[config.mk]
export PLATFORM = sky130hd
export DESIGN_NAME = dma_ready_gen
export DESIGN_NICKNAME = d
export VERILOG_FILES = /design/src/rtl/dma_rdy_pkg.sv /design/src/rtl/dma_trig_decode.sv /design/src/rtl/dma_rx_req.sv /design/src/rtl/dma_tx_req.sv /design/src/rtl/dma_ready_gen.sv
export SDC_FILE = /design/constraint.sdc
export NUM_CORES = 1
export LEC_CHECK = 0
export ABC_AREA = 1
export CAP_MARGIN = 20
export CORE_UTILIZATION = 30
export DETAILED_ROUTE_END_ITERATION = 10
export PLACE_DENSITY = 0.67
export SYNTH_ARGS = -nofsm -noshare
export SYNTH_HDL_FRONTEND = slang
export SYNTH_SLANG_ARGS = --single-unit
[constraint.sdc]
create_clock -name clk -period 0.9 [get_ports clk]
set_input_delay 0.225 -clock clk [delete_from_list [all_inputs] [get_ports clk]]
set_output_delay 0.225 -clock clk [all_outputs]
set_load 0.05 [all_outputs]
[src/rtl/dma_rdy_pkg.sv]
package dma_rdy_pkg;
  typedef enum logic {
    MODE_SINGLE = 1'b0,
    MODE_BLOCK  = 1'b1
  } dma_sig_mode_e;

  function automatic dma_sig_mode_e pick_mode(input logic fifo_on, input logic blk_sel);
    return (fifo_on && blk_sel) ? MODE_BLOCK : MODE_SINGLE;
  endfunction
endpackage

[src/rtl/dma_trig_decode.sv]
module dma_trig_decode #(
  parameter int CNT_W = 8,
  parameter int DEPTH = 128
) (
  input  logic [CNT_W-1:0] code,
  output logic [CNT_W-1:0] thr
);
  localparam logic [CNT_W-1:0] DEPTH_V = CNT_W'(DEPTH);
  localparam logic [CNT_W-1:0] ONE_V   = CNT_W'(1);

  always_comb begin
    if (code <= ONE_V)        thr = ONE_V;
    else if (code > DEPTH_V)  thr = DEPTH_V;
    else                      thr = code;
  end
endmodule

[src/rtl/dma_rx_req.sv]
module dma_rx_req #(
  parameter int CNT_W = 8
) (
  input  logic             clk,
  input  logic             rst_n,
  input  logic             blk_mode,
  input  logic [CNT_W-1:0] thr,
  input  logic [CNT_W-1:0] fill,
  input  logic             tmo_evt,
  input  logic             pop,
  output logic             req_n
);
  logic tmo_q, tmo_d;
  logic req_n_q, req_n_d;
  logic tmo_live, reach, empty;

  always_comb begin
    tmo_live = tmo_q & ~pop;
    reach    = (fill >= thr);
    empty    = (fill == '0);
    tmo_d    = blk_mode & (tmo_evt | tmo_live);
    if (blk_mode) begin
      if (reach || tmo_evt || tmo_live) req_n_d = 1'b0;
      else if (empty)                   req_n_d = 1'b1;
      else                              req_n_d = req_n_q;
    end else begin
      req_n_d = empty;
    end
  end

  always_ff @(posedge clk or negedge rst_n) begin
    if (!rst_n) begin
      tmo_q   <= 1'b0;
      req_n_q <= 1'b1;
    end else begin
      tmo_q   <= tmo_d;
      req_n_q <= req_n_d;
    end
  end

  assign req_n = req_n_q;
endmodule

[src/rtl/dma_tx_req.sv]
module dma_tx_req #(
  parameter int CNT_W = 8,
  parameter int DEPTH = 128
) (
  input  logic             clk,
  input  logic             rst_n,
  input  logic             blk_mode,
  input  logic [CNT_W-1:0] thr,
  input  logic [CNT_W-1:0] fill,
  input  logic             shift_empty,
  output logic             req_n
);
  localparam logic [CNT_W-1:0] DEPTH_V = CNT_W'(DEPTH);

  logic req_n_q, req_n_d;
  logic [CNT_W-1:0] room;
  logic full, roomy;

  always_comb begin
    full  = (fill >= DEPTH_V);
    room  = full ? '0 : (DEPTH_V - fill);
    roomy = (room >= thr);
    if (blk_mode) begin
      if (full)       req_n_d = 1'b1;
      else if (roomy) req_n_d = 1'b0;
      else            req_n_d = req_n_q;
    end else begin
      req_n_d = !((fill == '0) && shift_empty);
    end
  end

  always_ff @(posedge clk or negedge rst_n) begin
    if (!rst_n) req_n_q <= 1'b1;
    else        req_n_q <= req_n_d;
  end

  assign req_n = req_n_q;
endmodule

[src/rtl/dma_ready_gen.sv]
module dma_ready_gen #(
  parameter int CNT_W = 8,
  parameter int DEPTH = 128
) (
  input  logic             clk,
  input  logic             rst_n,
  input  logic             fifo_en,
  input  logic             dma_block_sel,
  input  logic [CNT_W-1:0] rx_trig_cfg,
  input  logic [CNT_W-1:0] tx_trig_cfg,
  input  logic [CNT_W-1:0] rx_fill,
  input  logic [CNT_W-1:0] tx_fill,
  input  logic             rx_timeout,
  input  logic             rx_pop,
  input  logic             tx_shift_empty,
  output logic             rx_rdy_n,
  output logic             tx_rdy_n
);
  import dma_rdy_pkg::*;

  dma_sig_mode_e mode;
  logic          blk;
  logic [CNT_W-1:0] rx_thr, tx_thr;

  always_comb begin
    mode = pick_mode(fifo_en, dma_block_sel);
    blk  = (mode == MODE_BLOCK);
  end

  dma_trig_decode #(.CNT_W(CNT_W), .DEPTH(DEPTH)) u_rx_dec (
    .code(rx_trig_cfg), .thr(rx_thr)
  );

  dma_trig_decode #(.CNT_W(CNT_W), .DEPTH(DEPTH)) u_tx_dec (
    .code(tx_trig_cfg), .thr(tx_thr)
  );

  dma_rx_req #(.CNT_W(CNT_W)) u_rx (
    .clk(clk), .rst_n(rst_n), .blk_mode(blk), .thr(rx_thr), .fill(rx_fill),
    .tmo_evt(rx_timeout), .pop(rx_pop), .req_n(rx_rdy_n)
  );

  dma_tx_req #(.CNT_W(CNT_W), .DEPTH(DEPTH)) u_tx (
    .clk(clk), .rst_n(rst_n), .blk_mode(blk), .thr(tx_thr), .fill(tx_fill),
    .shift_empty(tx_shift_empty), .req_n(tx_rdy_n)
  );
endmodule

Word-level counts from Yosys, hierarchy flattened:

Index checks and enable logic that the tools add are counted.
W data, S select, Z words.

* bits in latches: 0
* RAM bits: 0
* register bits after elaboration: 3
* output and inout bits: 2
* logic and storage cells: 36
* ROM bits: 0
* bits of input ports: 39
* memories: 0

* muxes and demuxes: 12
* equal/unequal tests: 2
* reductions and logical operators: 7
* multipliers: 0
* bitwise gates (word level): 4
* div/mod/pow operators: 0
* order comparisons: 7
* shift operators: 0
* add/subtract/negate cells: 1

Operator list (number)
* $mux W8: 5
* $ge A8 B8 Y1: 2
* $gt A8 B8 Y1 const B: 2
* $le A8 B1 Y1 const B: 2
* $logic_not A8 Y1: 2
* $ge A8 B8 Y1 const B: 1
* $sub A8 B8 Y8 const A: 1
* $mux W1: 7
* $ne A3 B3 Y1 const B: 2
* $and A1 B1 Y1: 2
* $logic_and A1 B1 Y1: 2
* $logic_or A1 B1 Y1: 2
* $logic_not A1 Y1: 1
* $not A1 Y1: 1
* $or A1 B1 Y1: 1

Depth between registers and ports, before layout:

* depth in word-level cells: 8
* gate-level depth with buffers: 17
* gate-level depth less buffers: 17

Hierarchy:

A second synthesis with hierarchy kept.

* cells, all modules: 173
* area total of the unflattened synthesis: 977.2 um2

Modules (own cells, without submodules)
* dma_tx_req: sequential area each 26.3 um2, area each 444.2 um2, instances 1, cells an instance 76
* dma_rx_req: sequential area each 51.3 um2, area each 325.3 um2, instances 1, cells an instance 47
* dma_trig_decode: sequential area each 0.0 um2, area each 100.1 um2, instances 2, cells an instance 24
* dma_ready_gen: sequential area each 0.0 um2, area each 7.5 um2, instances 1, cells an instance 2

Worst setup path after synthesis:

Ideal clock, no wire load.

* kind: input -> register
* start point: in tx_fill[0]
* end point: reg u_tx.req_n_q (netlist: u_tx.req_n)
* data required time: 0.822 ns
* arrival time: 1.627 ns
* stages on the path: 17
* setup slack: -0.805 ns
* buffers on the path: 0
* cells stage by stage: inv_1 -> ha_1 -> nand2_1 -> inv_2 -> nand2_2 -> nor2_2 -> nand2_1 -> xnor2_1 -> nor2_1 -> ha_1 -> nand2_1 -> nor2_1 -> nand4_1 -> nand3_1 -> nor2_1 -> nand3_1 -> nand2_1

* longest elaborated chain between the ends: 4
* elaborated cells between the ends (all ways): 10
* classes of those cells: 1 x add/sub; 2 x order compare; 1 x eq/ne; 3 x mux; 3 x reduce/logical

RTL lines
* start: declaration: line dma_ready_gen.sv:12 `input logic [CNT_W-1:0] tx_fill,`
* $sub A8 B8 Y8 (tied with other cells): line dma_tx_req.sv:21 `room = full ? '0 : (DEPTH_V - fill);`
* $mux W8 / $logic_and A1 B1 Y1 (equally long branches): line dma_tx_req.sv:21, dma_tx_req.sv:28
* $ge A8 B8 Y1 / $logic_not A1 Y1 (equally long branches): line dma_tx_req.sv:22, dma_tx_req.sv:28
* $ne A3 B3 Y1 (no line) / $mux W1 (equally long branches)
* end signal: assignment: line dma_tx_req.sv:34 `else req_n_q <= req_n_d;`
* end: declaration: line dma_tx_req.sv:15 `logic req_n_q, req_n_d;`

Parallel ways exist; a longest one is shown, timed or not.
A chain may end at the register's enable or synchronous reset.

Final worst setup path:

* start point: in tx_fill[1]
* end point: reg u_tx.req_n_q (netlist: u_tx.req_n)

The elaborated chain is that of the path after synthesis.

==> metrics.md <==
| Metric | Value |
|---|---|
| Number of global-route vias before repair | `1028` |
| HPWL Detailed | `1.99 mm` |
| Final number of hold-violating endpoints | `0` |
| Clock skew | `between 0.02 and 0.03 ps` |
| Worst slew pin tran | `281 ps` |
| Final setup vio count | `4` |
| Core Util, Final | `0.644` |
| CTS tree | `built` |
| Worst setup EP type | `flop` |
| Met1 global-route usage | `0.174` |
| CP Data Arrival Time | `1840 ps` |
| Syn Nets | `191` |
| Die area | `0.00292 mm^2` |
| GRT Util Overall | `0.180` |
| Cell Pwr Density | `637 mW/mm^2` |
| Layout cell share with drive strength beyond 1 | `0.411` |
| Synth top area cells | `ha_1 (26%), nand2_1 (17%), nor2_1 (9.2%)` |
| Final ANT Viol Nets | `0` |
| Failing checks | `setup timing` |
| First-pass GRT wire length | `3.81 mm` |
| GRT met2 Usage | `0.377` |
| Synth area leader | `ha_1` |
| WL/cell | `around 12 um` |
| Max incr delay on CP | `approximately 280 ps` |
| DRC viols | `0` |
| Max Slew Vio Count | `0` |
| Leak pwr | `0.767 nW` |
| DRT Pass-1 Iters | `4` |
| Ports | `41` |
| Worst setup SP type | `primary input` |
| Via count | `1087` |
| Hold_buf cts | `0` |
| FF+latch count, synth | `3` |
| Netlist cell types | `25` |
| Final worst slack | `-779 ps` |
| RR Startpoint | `u_rx.req_n` |
| Status | `finished, violations left` |
| CTS clk-pin slew, worst paths | `40 ps` |
| Antenna diodes | `0` |
| Grt met3 use | `0.0452` |
| Yosys warns | `0` |
| IO buf count | `40` |
| Max-Cap Viols | `0` |
| Power consumption | `1.03 mW` |
| Grt peak-use layer | `met2` |
| Largest net degree at the start of global routing | `6` |
| Tmin final | `~1700 ps` |
| First-iteration detailed-routing DRC count | `11` |
| RSZ-0062 raised after global routing | `yes` |
| Seq/Total Area, Yosys | `0.0954` |
| Core box area | `0.00252 mm^2` |
| Fin crit share | `1.87` |
| # clock sinks | `3` |
| Chip height | `~54 um` |
| Crit-path cells | `buf_6 > inv_12 > ha_4 > nand2_2 > inv_2 > nand2_2 > nor2_2 > nand2_1 > xnor2_1 > nor2_1 > ha_1 > nand2_2 > nor2_2 > nand4_1 > nand3_1 > nor2_1 > nand3_1 > nand2_1` |
| Worst Hold Class | `in -> async` |
| Initial Util | `0.322` |
| Die Width | `between 50 and 60 um` |
| Crit path max fanout | `2` |
| Critical path's slowest cell | `ha_1` |
| CTS max path bufs | `2` |
| Mapped Area | `813 um^2` |
| Initial antenna violation count | `0` |
| CP delay by family, top | `simple AND/OR/NAND/NOR gates` |
| Nets | `254` |
| Fill count | `roughly 240` |
| Dpl ws | `-1560 ps` |
| Vias/cell | `4.79` |
| Cells after Synth | `135` |
| Syn Area/Cell | `6.02 um^2` |
| Bufs and invs on worst path | `3` |
| Critical path data required time | `1060 ps` |
| DP Cell Count | `219` |
| Fmax | `between 0.5 and 0.6 GHz` |
| Peak supply drop | `1.07 mV` |
| Cell mode on critical path | `nand2_2` |
| Inserted Clock Buffers | `3` |
| Crit path kind | `in -> reg` |
| P&R area growth vs syn | `99.7%` |
| Yosys top cell area share | `0.262` |
| CTS root buf | `clkbuf_4` |
| H-tree Lvls | `1` |
| CP Launch Point | `tx_fill[1]` |
| Total gr overflow | `0` |
| Clk Latency, worst-skew pair | `220 ps` |
| WL final | `2.66 mm` |
| Row count | `18` |
| RePlAce Congestion | `0.759` |
| Max-slew headroom | `0.811` |
| Fin cells | `227` |
-- sequential cells by signal (all words and copies together), names as in the netlist --
register    count
u_rx.req_n      1
u_rx.tmo_q      1
u_tx.req_n      1
-- Yosys cell counts (all sizes together) --
library cell and instances:
a21o 1, a21oi 8, a32oi 1, and2 1, clkinv 1, dfrtp 1, dfstp 2, ha 17
inv 20, nand2 38, nand3 4, nand4 3, nor2 21, nor3 4, nor4 2, o21a 1
o21ai 8, o21bai 1, xnor2 1
-- report_power, final --
group / total [mW] / internal [mW] / switching [mW]
sequential: 0.147 / 0.143 / 0.00366
combinational: 0.662 / 0.351 / 0.311
clock: 0.227 / 0.165 / 0.0611
-- layout by cell type, fill, tap and decap left out, types with 3 or more instances in the layout --
cell              n
nor2_1           17
inv_2             8
clkdlybuf4s50_1  16
ha_1             10
buf_4            16
clkbuf_4          3
inv_1            10
a21oi_2           3
nand2_1          28
buf_6             7
dlygate4sd2_1     8
nand4_1           3
a21oi_1           5
nor3_4            4
nand2_2           9
nor2_2            4
buf_2             5
ha_4              6
-- cell families (layout without fill, tap and decap cells) --
kind of cell    count (synthesis)  after routing  share of synthesized area
compound gates                 20             20                      0.146
xor+xnor                        1              1                     0.0108
fa+ha+maj                      17             17                      0.262
buf+inv                        21             83                     0.0969
flops                           3              3                     0.0954
simple gates                   73             73                      0.389
-- metal layers --
metal  share of wire  vias to the layer above
li1                -                      568
met1            0.40                      481
met2            0.55                       36
met3           0.051                        2
met4          0.0053                        0
met5               0                        -
-- area by class of cell --
type / count / area (um^2) / area share
multi-input cells: 111 / 846 / 0.521
flip-flops and latches: 3 / 77.6 / 0.0478
inverters: 21 / 96.3 / 0.0593
repair buffers: 58 / 541 / 0.333
clock buffers: 4 / 26.3 / 0.0162
well taps: 30 / 37.5 / 0.0231
-- metrics by stage --
step	hold slack [ps]	setup TNS, ps	instance area, um^2
floorplan	-70.6	-1500	846
global placement	416	-2960	1410
detailed placement	415	-3070	1410
CTS	172	-2040	1540
global route	188	-2270	1620
finish	184	-1970	1620
-- path summary, 6_finish.rpt --
path / depth (start not counted) / slack [ps] / end
setup / recovery: 18 / -780 / u_tx.req_n
hold / removal: 1 / 180 / u_rx.tmo_q
setup reg to reg: 3 / -10 / u_rx.req_n
hold reg to reg: 4 / 610 / u_rx.tmo_q
max in group asynchronous: 1 / 500 / u_rx.req_n
min in group clk: 7 / 600 / u_tx.req_n
-- repair_timing --
| item | 4_1_cts | 5_1_grt |
|---|---|---|
| gates resized for setup | 82 | 24 |
| setup buffers | 5 | 0 |
| setup endpoints to repair | 4 | 4 |
| pin swaps | 39 | 24 |
Power figures use the tool's default switching activity.
